[src/rtl/phy_cfg_pkg.sv]
package phy_cfg_pkg;

  typedef enum logic [3:0] {
    PH_IDLE,
    PH_CLR,
    PH_GAP,
    PH_CKHI,
    PH_ADDR,
    PH_ALAT,
    PH_DATA,
    PH_DLAT,
    PH_TAIL
  } phase_e;

  localparam logic [7:0] RANGE_REG_CODE = 8'h44;
  localparam int         DEFAULT_RATE   = 849;
  localparam int         N_BANDS        = 29;
  localparam int         N_PHASES       = 8;

  function automatic int band_limit(input int idx);
    case (idx)
      0: band_limit = 90;    1: band_limit = 100;   2: band_limit = 110;
      3: band_limit = 125;   4: band_limit = 140;   5: band_limit = 150;
      6: band_limit = 160;   7: band_limit = 180;   8: band_limit = 200;
      9: band_limit = 210;   10: band_limit = 240;  11: band_limit = 250;
      12: band_limit = 270;  13: band_limit = 300;  14: band_limit = 330;
      15: band_limit = 360;  16: band_limit = 400;  17: band_limit = 450;
      18: band_limit = 500;  19: band_limit = 550;  20: band_limit = 600;
      21: band_limit = 650;  22: band_limit = 700;  23: band_limit = 750;
      24: band_limit = 800;  25: band_limit = 850;  26: band_limit = 900;
      27: band_limit = 950;  default: band_limit = 1000;
    endcase
  endfunction

  function automatic logic [7:0] band_code(input int idx);
    case (idx)
      0: band_code = 8'h00;  1: band_code = 8'h20;  2: band_code = 8'h40;
      3: band_code = 8'h02;  4: band_code = 8'h22;  5: band_code = 8'h42;
      6: band_code = 8'h04;  7: band_code = 8'h24;  8: band_code = 8'h44;
      9: band_code = 8'h06;  10: band_code = 8'h26; 11: band_code = 8'h46;
      12: band_code = 8'h08; 13: band_code = 8'h28; 14: band_code = 8'h48;
      15: band_code = 8'h2a; 16: band_code = 8'h4a; 17: band_code = 8'h0c;
      18: band_code = 8'h2c; 19: band_code = 8'h0e; 20: band_code = 8'h2e;
      21: band_code = 8'h10; 22: band_code = 8'h30; 23: band_code = 8'h12;
      24: band_code = 8'h32; 25: band_code = 8'h14; 26: band_code = 8'h34;
      27: band_code = 8'h54; default: band_code = 8'h74;
    endcase
  endfunction

endpackage

[src/rtl/freq_band_lookup.sv]
module freq_band_lookup #(
  parameter int RATE_W = 11
) (
  input  logic [RATE_W-1:0] rate,
  output logic [7:0]        sel_code,
  output logic              out_of_range
);
  import phy_cfg_pkg::*;

  localparam int RATE_EXT_W = 32;

  logic [RATE_EXT_W-1:0] rate_ext;
  assign rate_ext = RATE_EXT_W'(rate);

  // Walk from the top band down so the lowest matching band wins.
  always_comb begin
    sel_code     = 8'h00;
    out_of_range = 1'b1;
    for (int i = N_BANDS - 1; i >= 0; i--) begin
      if (RATE_EXT_W'(band_limit(i)) > rate_ext) begin
        sel_code     = band_code(i);
        out_of_range = 1'b0;
      end
    end
  end

endmodule

[src/rtl/phase_timer.sv]
module phase_timer #(
  parameter int HOLD_W = 4
) (
  input  logic              clk,
  input  logic              rst_n,
  input  logic              load,
  input  logic [HOLD_W-1:0] hold_eff,
  output logic              expire
);
  logic [HOLD_W-1:0] cnt_q;

  always_ff @(posedge clk or negedge rst_n) begin
    if (!rst_n)              cnt_q <= '0;
    else if (load)           cnt_q <= hold_eff - 1'b1;
    else if (cnt_q != '0)    cnt_q <= cnt_q - 1'b1;
  end

  assign expire = (cnt_q == '0);

  // a freshly loaded count never exceeds the hold it was given
  a_r5_count_bound: assert property (@(posedge clk) disable iff (!rst_n)
    $past(load) |-> (cnt_q < $past(hold_eff)));

endmodule

[src/rtl/tport_sequencer.sv]
module tport_sequencer #(
  parameter int HOLD_W = 4
) (
  input  logic              clk,
  input  logic              rst_n,
  input  logic              launch,
  input  logic [7:0]        code_in,
  input  logic [7:0]        data_in,
  input  logic [HOLD_W-1:0] hold_in,
  output logic              busy,
  output logic              done,
  output logic              tp_clr,
  output logic              tp_clk,
  output logic              tp_en,
  output logic [7:0]        tp_bus
);
  import phy_cfg_pkg::*;

  phase_e            ph_q;
  logic [7:0]        code_q, data_q;
  logic [HOLD_W-1:0] hold_q;
  logic [HOLD_W-1:0] hold_new;
  logic [HOLD_W-1:0] load_val;
  logic              expire;
  logic              step;
  logic              tload;

  assign hold_new = (hold_in == '0) ? HOLD_W'(1) : hold_in;
  assign step     = (ph_q != PH_IDLE) && expire;
  assign tload    = (launch && ph_q == PH_IDLE) || (step && ph_q != PH_TAIL);
  assign load_val = (ph_q == PH_IDLE) ? hold_new : hold_q;

  phase_timer #(.HOLD_W(HOLD_W)) u_timer (
    .clk      (clk),
    .rst_n    (rst_n),
    .load     (tload),
    .hold_eff (load_val),
    .expire   (expire)
  );

  always_ff @(posedge clk or negedge rst_n) begin
    if (!rst_n) begin
      ph_q   <= PH_IDLE;
      code_q <= '0;
      data_q <= '0;
      hold_q <= HOLD_W'(1);
      done   <= 1'b0;
    end else begin
      done <= 1'b0;
      if (ph_q == PH_IDLE) begin
        if (launch) begin
          ph_q   <= PH_CLR;
          code_q <= code_in;
          data_q <= data_in;
          hold_q <= hold_new;
        end
      end else if (step) begin
        case (ph_q)
          PH_CLR:  ph_q <= PH_GAP;
          PH_GAP:  ph_q <= PH_CKHI;
          PH_CKHI: ph_q <= PH_ADDR;
          PH_ADDR: ph_q <= PH_ALAT;
          PH_ALAT: ph_q <= PH_DATA;
          PH_DATA: ph_q <= PH_DLAT;
          PH_DLAT: ph_q <= PH_TAIL;
          default: begin
            ph_q <= PH_IDLE;
            done <= 1'b1;
          end
        endcase
      end
    end
  end

  assign busy = (ph_q != PH_IDLE);

  always_comb begin
    tp_clr = 1'b0;
    tp_clk = 1'b0;
    tp_en  = 1'b0;
    tp_bus = 8'h00;
    case (ph_q)
      PH_CLR:  tp_clr = 1'b1;
      PH_CKHI: tp_clk = 1'b1;
      PH_ADDR: begin tp_clk = 1'b1; tp_en = 1'b1; tp_bus = code_q; end
      PH_ALAT: begin tp_en = 1'b1; tp_bus = code_q; end
      PH_DATA: tp_bus = data_q;
      PH_DLAT: begin tp_clk = 1'b1; tp_bus = data_q; end
      PH_TAIL: tp_bus = data_q;
      default: ;
    endcase
  end

  // clear is only ever driven with the other lines quiet
  a_r2_clear_quiet: assert property (@(posedge clk) disable iff (!rst_n)
    tp_clr |-> (!tp_clk && !tp_en && tp_bus == 8'h00));
  // enable rises only while the test clock is already high
  a_r3_en_under_clk: assert property (@(posedge clk) disable iff (!rst_n)
    $rose(tp_en) |-> (tp_clk && $past(tp_clk)));
  // the bus holds steady across the address-latching fall
  a_r3_addr_steady: assert property (@(posedge clk) disable iff (!rst_n)
    ($fell(tp_clk) && tp_en) |-> $stable(tp_bus));
  // the bus holds steady across the data-latching rise
  a_r4_data_steady: assert property (@(posedge clk) disable iff (!rst_n)
    ($rose(tp_clk) && !tp_en && tp_bus != 8'h00) |-> $stable(tp_bus));
  // done is a single-cycle pulse right after busy ends
  a_r6_done_single: assert property (@(posedge clk) disable iff (!rst_n)
    done |=> !done);
  a_r6_done_after_busy: assert property (@(posedge clk) disable iff (!rst_n)
    done |-> (!busy && $past(busy)));
  // operands do not change while a write runs
  a_r7_operands_held: assert property (@(posedge clk) disable iff (!rst_n)
    (busy && $past(busy)) |-> ($stable(code_q) && $stable(data_q)));
  // test-port lines idle whenever no write runs
  a_r1_idle_lines: assert property (@(posedge clk) disable iff (!rst_n)
    !busy |-> (!tp_clr && !tp_clk && !tp_en && tp_bus == 8'h00));

endmodule

[src/rtl/phy_cfg_writer.sv]
module phy_cfg_writer #(
  parameter int RATE_W = 11,
  parameter int HOLD_W = 4
) (
  input  logic              clk,
  input  logic              rst_n,
  input  logic              start,
  input  logic              mode_rate,
  input  logic              use_default_rate,
  input  logic [RATE_W-1:0] rate_mbps,
  input  logic [7:0]        reg_code,
  input  logic [7:0]        reg_data,
  input  logic [HOLD_W-1:0] hold_cycles,
  output logic              busy,
  output logic              done,
  output logic              error,
  output logic              tp_clr,
  output logic              tp_clk,
  output logic              tp_en,
  output logic [7:0]        tp_bus
);
  import phy_cfg_pkg::*;

  logic [RATE_W-1:0] rate_eff;
  logic [7:0]        sel_code;
  logic              oor;
  logic              accept;
  logic              reject;
  logic              launch;
  logic [7:0]        wr_code, wr_data;
  logic              error_q;

  assign rate_eff = use_default_rate ? RATE_W'(DEFAULT_RATE) : rate_mbps;

  freq_band_lookup #(.RATE_W(RATE_W)) u_lookup (
    .rate         (rate_eff),
    .sel_code     (sel_code),
    .out_of_range (oor)
  );

  assign accept  = start && !busy;
  assign reject  = accept && mode_rate && oor;
  assign launch  = accept && !reject;
  assign wr_code = mode_rate ? RANGE_REG_CODE : reg_code;
  assign wr_data = mode_rate ? sel_code : reg_data;

  always_ff @(posedge clk or negedge rst_n) begin
    if (!rst_n) error_q <= 1'b0;
    else        error_q <= reject;
  end
  assign error = error_q;

  tport_sequencer #(.HOLD_W(HOLD_W)) u_seq (
    .clk     (clk),
    .rst_n   (rst_n),
    .launch  (launch),
    .code_in (wr_code),
    .data_in (wr_data),
    .hold_in (hold_cycles),
    .busy    (busy),
    .done    (done),
    .tp_clr  (tp_clr),
    .tp_clk  (tp_clk),
    .tp_en   (tp_en),
    .tp_bus  (tp_bus)
  );

  // an error never comes with a running write
  a_r9_error_no_write: assert property (@(posedge clk) disable iff (!rst_n)
    error |-> (!busy && !tp_clr));
  // an error follows a rate-mode request
  a_r9_error_from_rate: assert property (@(posedge clk) disable iff (!rst_n)
    error |-> ($past(start) && $past(mode_rate)));
  // a direct request never yields an error
  a_r11_direct_no_error: assert property (@(posedge clk) disable iff (!rst_n)
    (start && !mode_rate) |=> !error);

endmodule

[config.mk]
export PLATFORM = sky130hd
export DESIGN_NAME = phy_cfg_writer
export DESIGN_NICKNAME = d
export VERILOG_FILES = /design/src/rtl/phy_cfg_pkg.sv /design/src/rtl/freq_band_lookup.sv /design/src/rtl/phase_timer.sv /design/src/rtl/tport_sequencer.sv /design/src/rtl/phy_cfg_writer.sv
export SDC_FILE = /design/constraint.sdc
export NUM_CORES = 1
export LEC_CHECK = 0
export BUFFER_PORTS_ARGS = -buffer_cell sky130_fd_sc_hd__buf_2
export CORE_UTILIZATION = 29
export CTS_BUF_LIST = sky130_fd_sc_hd__clkbuf_2
export DETAILED_ROUTE_END_ITERATION = 10
export PLACE_DENSITY = 0.5
export REMOVE_ABC_BUFFERS = 1
export SKIP_CTS_REPAIR_TIMING = 1
export SLEW_MARGIN = 20
export SYNTH_ARGS = -nofsm -noshare
export SYNTH_HDL_FRONTEND = slang
export SYNTH_SLANG_ARGS = --single-unit
export TNS_END_PERCENT = 10
[constraint.sdc]
create_clock -name clk -period 3.4 [get_ports clk]
set_clock_uncertainty 0.15 [all_clocks]
set_input_delay 0.17 -clock clk [delete_from_list [all_inputs] [get_ports clk]]
set_output_delay 0.17 -clock clk [all_outputs]
set_load 0.02 [all_outputs]
# Word level (Yosys, flattened, before mapping)
# Cells that the tools add are included.
[word_totals] regBits=30 elab_cells=147
[op_classes] addsub=2 eq_ne=10 n_lt_le_gt_ge=29 muxes=76 n_reduce_logical=23
[ops] operator="7-bit 2-to-1 mux" count=29
[ops] operator="10-bit by 11-bit greater-than comparator with 1-bit output, first input constant" count=10
[ops] operator="8-bit by 11-bit greater-than comparator with 1-bit output, first input constant" count=8
[ops] operator="9-bit by 11-bit greater-than comparator with 1-bit output, first input constant" count=7
[ops] operator="7-bit by 11-bit greater-than comparator with 1-bit output, first input constant" count=4
[ops] operator="1-bit 2-to-1 mux" count=35
[ops] operator="4-bit 2-to-1 mux" count=7
[ops] operator="4-bit one-hot mux with 7 select lines" count=1
[ops] operator="4-bit by 3-bit equality test with 1-bit output, second input constant" count=4
[ops] operator="8-bit 2-to-1 mux" count=2
[ops] operator="8-bit one-hot mux with 2 select lines" count=1
[ops] operator="4-bit logical NOT" count=3
[ops] operator="11-bit 2-to-1 mux" count=1
[ops] operator="4-bit by 2-bit equality test with 1-bit output, second input constant" count=2
[ops] operator="4-bit nonzero test" count=2
[ops] operator="4-bit by 1-bit subtractor with 4-bit output, second input constant" count=2
[ops] operator="1-bit logical AND" count=7
[ops] operator="7-bit OR reduction" count=1
[ops] operator="3-bit OR reduction" count=2
[ops] operator="4-bit by 1-bit equality test with 1-bit output, second input constant" count=1
[ops] operator="4-bit equality test, second input constant" count=1
[ops] operator="4-bit inequality test, second input constant" count=1
[ops] operator="2-bit AND reduction" count=2
[ops] operator="2-bit nonzero test" count=2
[ops] operator="4 further kinds" count=5

# Longest topological paths before layout
[logic_depth] ltp_word=37 mapped_depth=11 mapped_depth_nobuf=9

# By module
# From an unflattened synthesis, not the netlist that was laid out.
[hier_totals] hier_cells=325 area_unflattened_um2=2856.5
[by_module_without_submodules] mod="tport_sequencer" instances=1 cells_per_inst=115 area_each_um2=1348.8 seq_area_each_um2=626.9
[by_module_without_submodules] mod="freq_band_lookup" instances=1 cells_per_inst=154 area_each_um2=985.9 seq_area_each_um2=0.0
[by_module_without_submodules] mod="phy_cfg_writer" instances=1 cells_per_inst=35 area_each_um2=279.0 seq_area_each_um2=25.0
[by_module_without_submodules] mod="phase_timer" instances=1 cells_per_inst=21 area_each_um2=242.7 seq_area_each_um2=100.1

# Worst setup path after synthesis
# Ideal clock, no wire load.
[synth_timing] kind="reg-to-reg" from="reg u_seq.ph_q[0]" to="reg u_seq.u_timer.cnt_q[1]" arrival_ns=2.304 setup_time_ns=0.159 path_slack_ns=0.787 path_buffers=1 required_time_ns=3.091 stages_incl_launch_ff=10 synth_period_minus_slack_ns=2.613 cell_sequence="dfrtp_1 clkbuf_1 or3_1 nor2_2 nand2_1 a41oi_2 a21oi_2 mux2_2 ha_1 a21oi_1"
[synth_between] elab_chain_cells=10 word_cells_on_any_way=17 cone_classes="1 x add/sub; 1 x eq/ne; 2 x mux; 13 x reduce/logical"
[synth_lines] element="from (decl)" line_no="tport_sequencer.sv:19" text="phase_e ph_q;"
[synth_lines] element="from (signal assigned)" line_no="tport_sequencer.sv:43" text="ph_q <= PH_IDLE;"
[synth_lines] element="from (signal assigned)" line_no="tport_sequencer.sv:52" text="ph_q <= PH_CLR;"
[synth_lines] element="from (signal assigned)" line_no="tport_sequencer.sv:59" text="PH_CLR: ph_q <= PH_GAP;"
[synth_lines] element="parallel branches: the longest is 10 deep, another holds 4-bit by 1-bit subtractor with 4-bit output"
[synth_lines] element="to (signal assigned)" line_no="phase_timer.sv:14" text="else if (load) cnt_q <= hold_eff - 1'b1;"
[synth_lines] element="to (signal assigned)" line_no="phase_timer.sv:15" text="else if (cnt_q != '0) cnt_q <= cnt_q - 1'b1;"
[synth_lines] element="to (decl)" line_no="phase_timer.sv:10" text="logic [HOLD_W-1:0] cnt_q;"
# Parallel ways; which one is timed is not known.
# A chain may end at the register's enable or synchronous reset.

# Worst setup path after layout
# Same ends and word-level chain as after synthesis.

==> results by group <==
Layout
  – Sequential standard cell area: 752 µm²
  – Multi-input logic area: 1880 µm²
  – P&R area growth vs syn: 22.1%
  – Net count, final: 483
  – Filler cells: 990
  – Share of cells above drive strength 1: 19.7%
  – Inserted Diodes: 0

Job
  – Max Cap Viol: 0

Critical path
  – Slowest-stage cell, CP: dfrtp_1
  – Crit path kind: reg2reg
  – Largest stage delay, worst path: 0.48 ns
  – Critical path launch point type: flip-flop
  – CP cell instances: or3_1, nor2_2, nand2_1, a41oi_2, a21oi_2, mux2_2, ha_1, a21oi_1
  – Critical Path RT: 3.56 ns
  – Critical path endpoint category: flip-flop
  – CP Data Arrival Time: 2.89 ns
  – Crit Path Max Fanout: 10

Logic synthesis
  – Synth Flop Type: dfrtp_1
  – Async set or reset register ratio after synthesis: 100%
  – Top post-synthesis cells by area: dfrtp_1 (26%), nand2_1 (8.7%), o21ai_0 (6.1%)
  – Netlist cell types: 67
  – Post-Syn Area per Cell: 7.23 µm²
  – Sequential share of the synthesized area: 26.9%
  – Yosys warnings: 0
  – Area of the mapped netlist: 2800 µm²
  – Post-synth top area share: 25.9%
  – Area leader, netlist: dfrtp_1
  – Post-synth EDFFs: 0
  – Cells after Synth: 387
  – Synth Register Bits: 30

Placement
  – Dpl hpwl: 7.02 mm
  – GPL Wtd Cong: 0.958
  – I/O Buffers: 49

STA
  – RSZ-0062 raised after global routing: false
  – Hold Slack: -0.00354 ns
  – Final Critical Period: 2.73 ns
  – Worst Tran Pin Value: 0.998 ns
  – Max Fclk: 0.366 GHz
  – Tcrit/Tclk final: 80.4%
  – Worst slew margin: 33.3%
  – Count of final hold-check violations: 1
  – Slew Viols, Final: 0
  – Setup TNS: 0 ns
  – Final setup fails: 0

Drt
  – Met2 WL: 4.40 mm
  – Via count: 3317
  – Met3 routed WL: 761 µm
  – Routed length per instance: 17.0 µm
  – Drt total wl: 9.81 mm
  – Drc violations: 0
  – Routed length on met1: 4.24 mm
  – Antenna-violating nets left: 0
  – Number of iterations in the first detailed-routing pass: 5
  – Drt via density: 5.76
  – Drt initial violations: 236
  – Top routing layer used: met4

Clock tree
  – CTS tree: done
  – Clock root buffer: clkbuf_2
  – CTS H-Tree Depth: 2
  – Num CTS Buffers: 5
  – Clk buf depth: 2
  – CTS clock-pin slew for the worst setup and hold paths: 0.17 ns
  – Clk sinks: 30
  – Clk Latency, worst-skew pair: 0.36 ns

Floorplanning
  – Chip width: 100 µm
  – Ports: 50
  – Die area: 10000 µm²
  – Core area: 9280 µm²
  – Initial core utilization: 30.1%
  – Die Ht: 100 µm
  – Site Rows: 35

Global routing
  – Antenna violations before repair: 0
  – Vias in the first global route: 2983
  – Gr ovfl total: 0
  – Tot GR Track Use: 19.5%
  – Largest net degree at the start of global routing: 31
  – First-pass GRT wire length: 15.5 mm

Run status
  – Failing checks: hold timing
  – Run status: finished, violations left

Power and ir drop
  – Pleak: 1.41 nW
  – Design Power: 0.00177 W
  – VDD IR max: 221 µV
  – Pwr per Cell Area: 517 nW/µm²

Worst hold path
  – HP Class: in2reg
[cells in the final DEF, fill, tap and decap left out, types with 3 or more instances in the layout]
| cell type | netlist | final |
|---|---|---|
| and2_1 | 4 | 4 |
| a21oi_1 | 21 | 21 |
| buf_4 | 0 | 13 |
| or3_1 | 3 | 3 |
| nor2b_1 | 7 | 7 |
| nor3_1 | 11 | 11 |
| o41ai_1 | 3 | 3 |
| o21ai_0 | 34 | 34 |
| o21a_1 | 3 | 3 |
| or4_1 | 3 | 3 |
| o31ai_1 | 9 | 9 |
| a211o_1 | 4 | 4 |
| o2111ai_1 | 3 | 3 |
| nor3b_1 | 4 | 4 |
| and3_1 | 5 | 5 |
| a22oi_1 | 10 | 10 |
| nand2b_1 | 7 | 7 |
| a21o_1 | 3 | 3 |
| nand2_1 | 65 | 65 |
| a32oi_1 | 4 | 4 |
| nand3_1 | 9 | 9 |
| dfrtp_1 | 29 | 29 |
| clkbuf_2 | 0 | 8 |
| a211oi_1 | 3 | 3 |
| dlygate4sd3_1 | 0 | 20 |
| a21boi_0 | 3 | 3 |
| inv_1 | 10 | 10 |
| nor4_1 | 6 | 6 |
| buf_2 | 10 | 49 |
| nand4_1 | 4 | 4 |
| nand3b_1 | 3 | 3 |
| a31oi_1 | 4 | 4 |
| mux2i_1 | 5 | 5 |
| nor2_1 | 34 | 34 |
[synth_stat cells (all sizes together), types with 5 or more instances]
cell type and instances:
a21oi 23, nor4 6, nand2b 7, clkbuf 18
o21ai 36, and3 5, dfrtp 29, buf 12
mux2i 5, nand2 65, nor2 35, nand3 9
nor3 12, a22oi 10, or4 5, nor2b 7
inv 10, o31ai 9
[final timing paths]
path | slack (ns) | to | depth (start not counted) | startpoint
setup / recovery | 0.67 | u_seq.u_timer.cnt_q[1] | 8 | u_seq.ph_q[0]
hold / removal | -0.004 | u_seq.data_q[6] | 4 | reg_data[6]
setup reg to reg | 0.67 | u_seq.u_timer.cnt_q[1] | 8 | u_seq.ph_q[0]
hold reg to reg | 0.34 | u_seq.hold_q[0] | 2 | u_seq.hold_q[0]
max in group asynchronous | 2.42 | u_seq.data_q[2] | 2 | rst_n
min in group asynchronous | 0.22 | u_seq.code_q[7] | 2 | rst_n
[final cells by class]
cell class / count / area share [%]
multi-input cells: 317 / 55.1
flip-flops and latches: 30 / 22.0
repair buffers: 82 / 15.9
well taps: 129 / 4.72
clock buffers: 8 / 1.17
inverters: 10 / 1.10
[per-layer routing]
metal	GRT usage, %	vias to the layer above
met4	9.70	0
met1	26.0	1521
li1	-	1562
met3	3.20	34
met5	0	-
met2	30.5	200
[worst max-delay path: cells and delay by family, from the launching register on]
family          cells  cell delay [ns]
flops               1             0.48
compound gates      3             0.52
mux                 1             0.31
fa+ha+maj           1             0.28
simple gates        3             0.92
[sequential cells by signal (all words and copies together), names as in the netlist]
| register | flops |
|---|---|
| u_seq.u_timer.cnt_q | 4 |
| u_seq.code_q | 8 |
| u_seq.hold_q | 4 |
| u_seq.ph_q | 4 |
| error | 1 |
| u_seq.done | 1 |
| u_seq.data_q | 8 |
[logic make-up after synthesis]
family                     count (synthesis)  synth area share (%)
muxes                                      6                  2.19
buffers and inverters                     40                  5.81
adders and majority gates                  1                 0.447
xor gates and xnor gates                   1                 0.313
and+or+nand+nor                          176                  31.4
AOI/OAI and AO/OA                        133                  33.0
DFF                                       30                  26.9
[power by group]
group / switching (W) / internal (W) / total, W
clock network: 0.000125 / 0.0000607 / 0.000185
logic: 0.000560 / 0.000378 / 0.000938
registers: 0.000128 / 0.000514 / 0.000642
total: 0.000813 / 0.000953 / 0.00177
[stage by stage]
step	setup WS, ns	hold slack (ns)	util, %	area (µm²)	cells
final	0.666	-0.00354	36.8	3420	576
after global routing	0.405	0.0181	36.8	3420	576
after CTS	0.636	-0.316	34.7	3220	556
after detailed placement	0.469	0.109	34.2	3180	548
after global placement	0.451	0.103	34.2	3180	548
after floorplan	0.570	-0.276	-	2670	357
No activity file was read; power rests on OpenSTA's default activity.
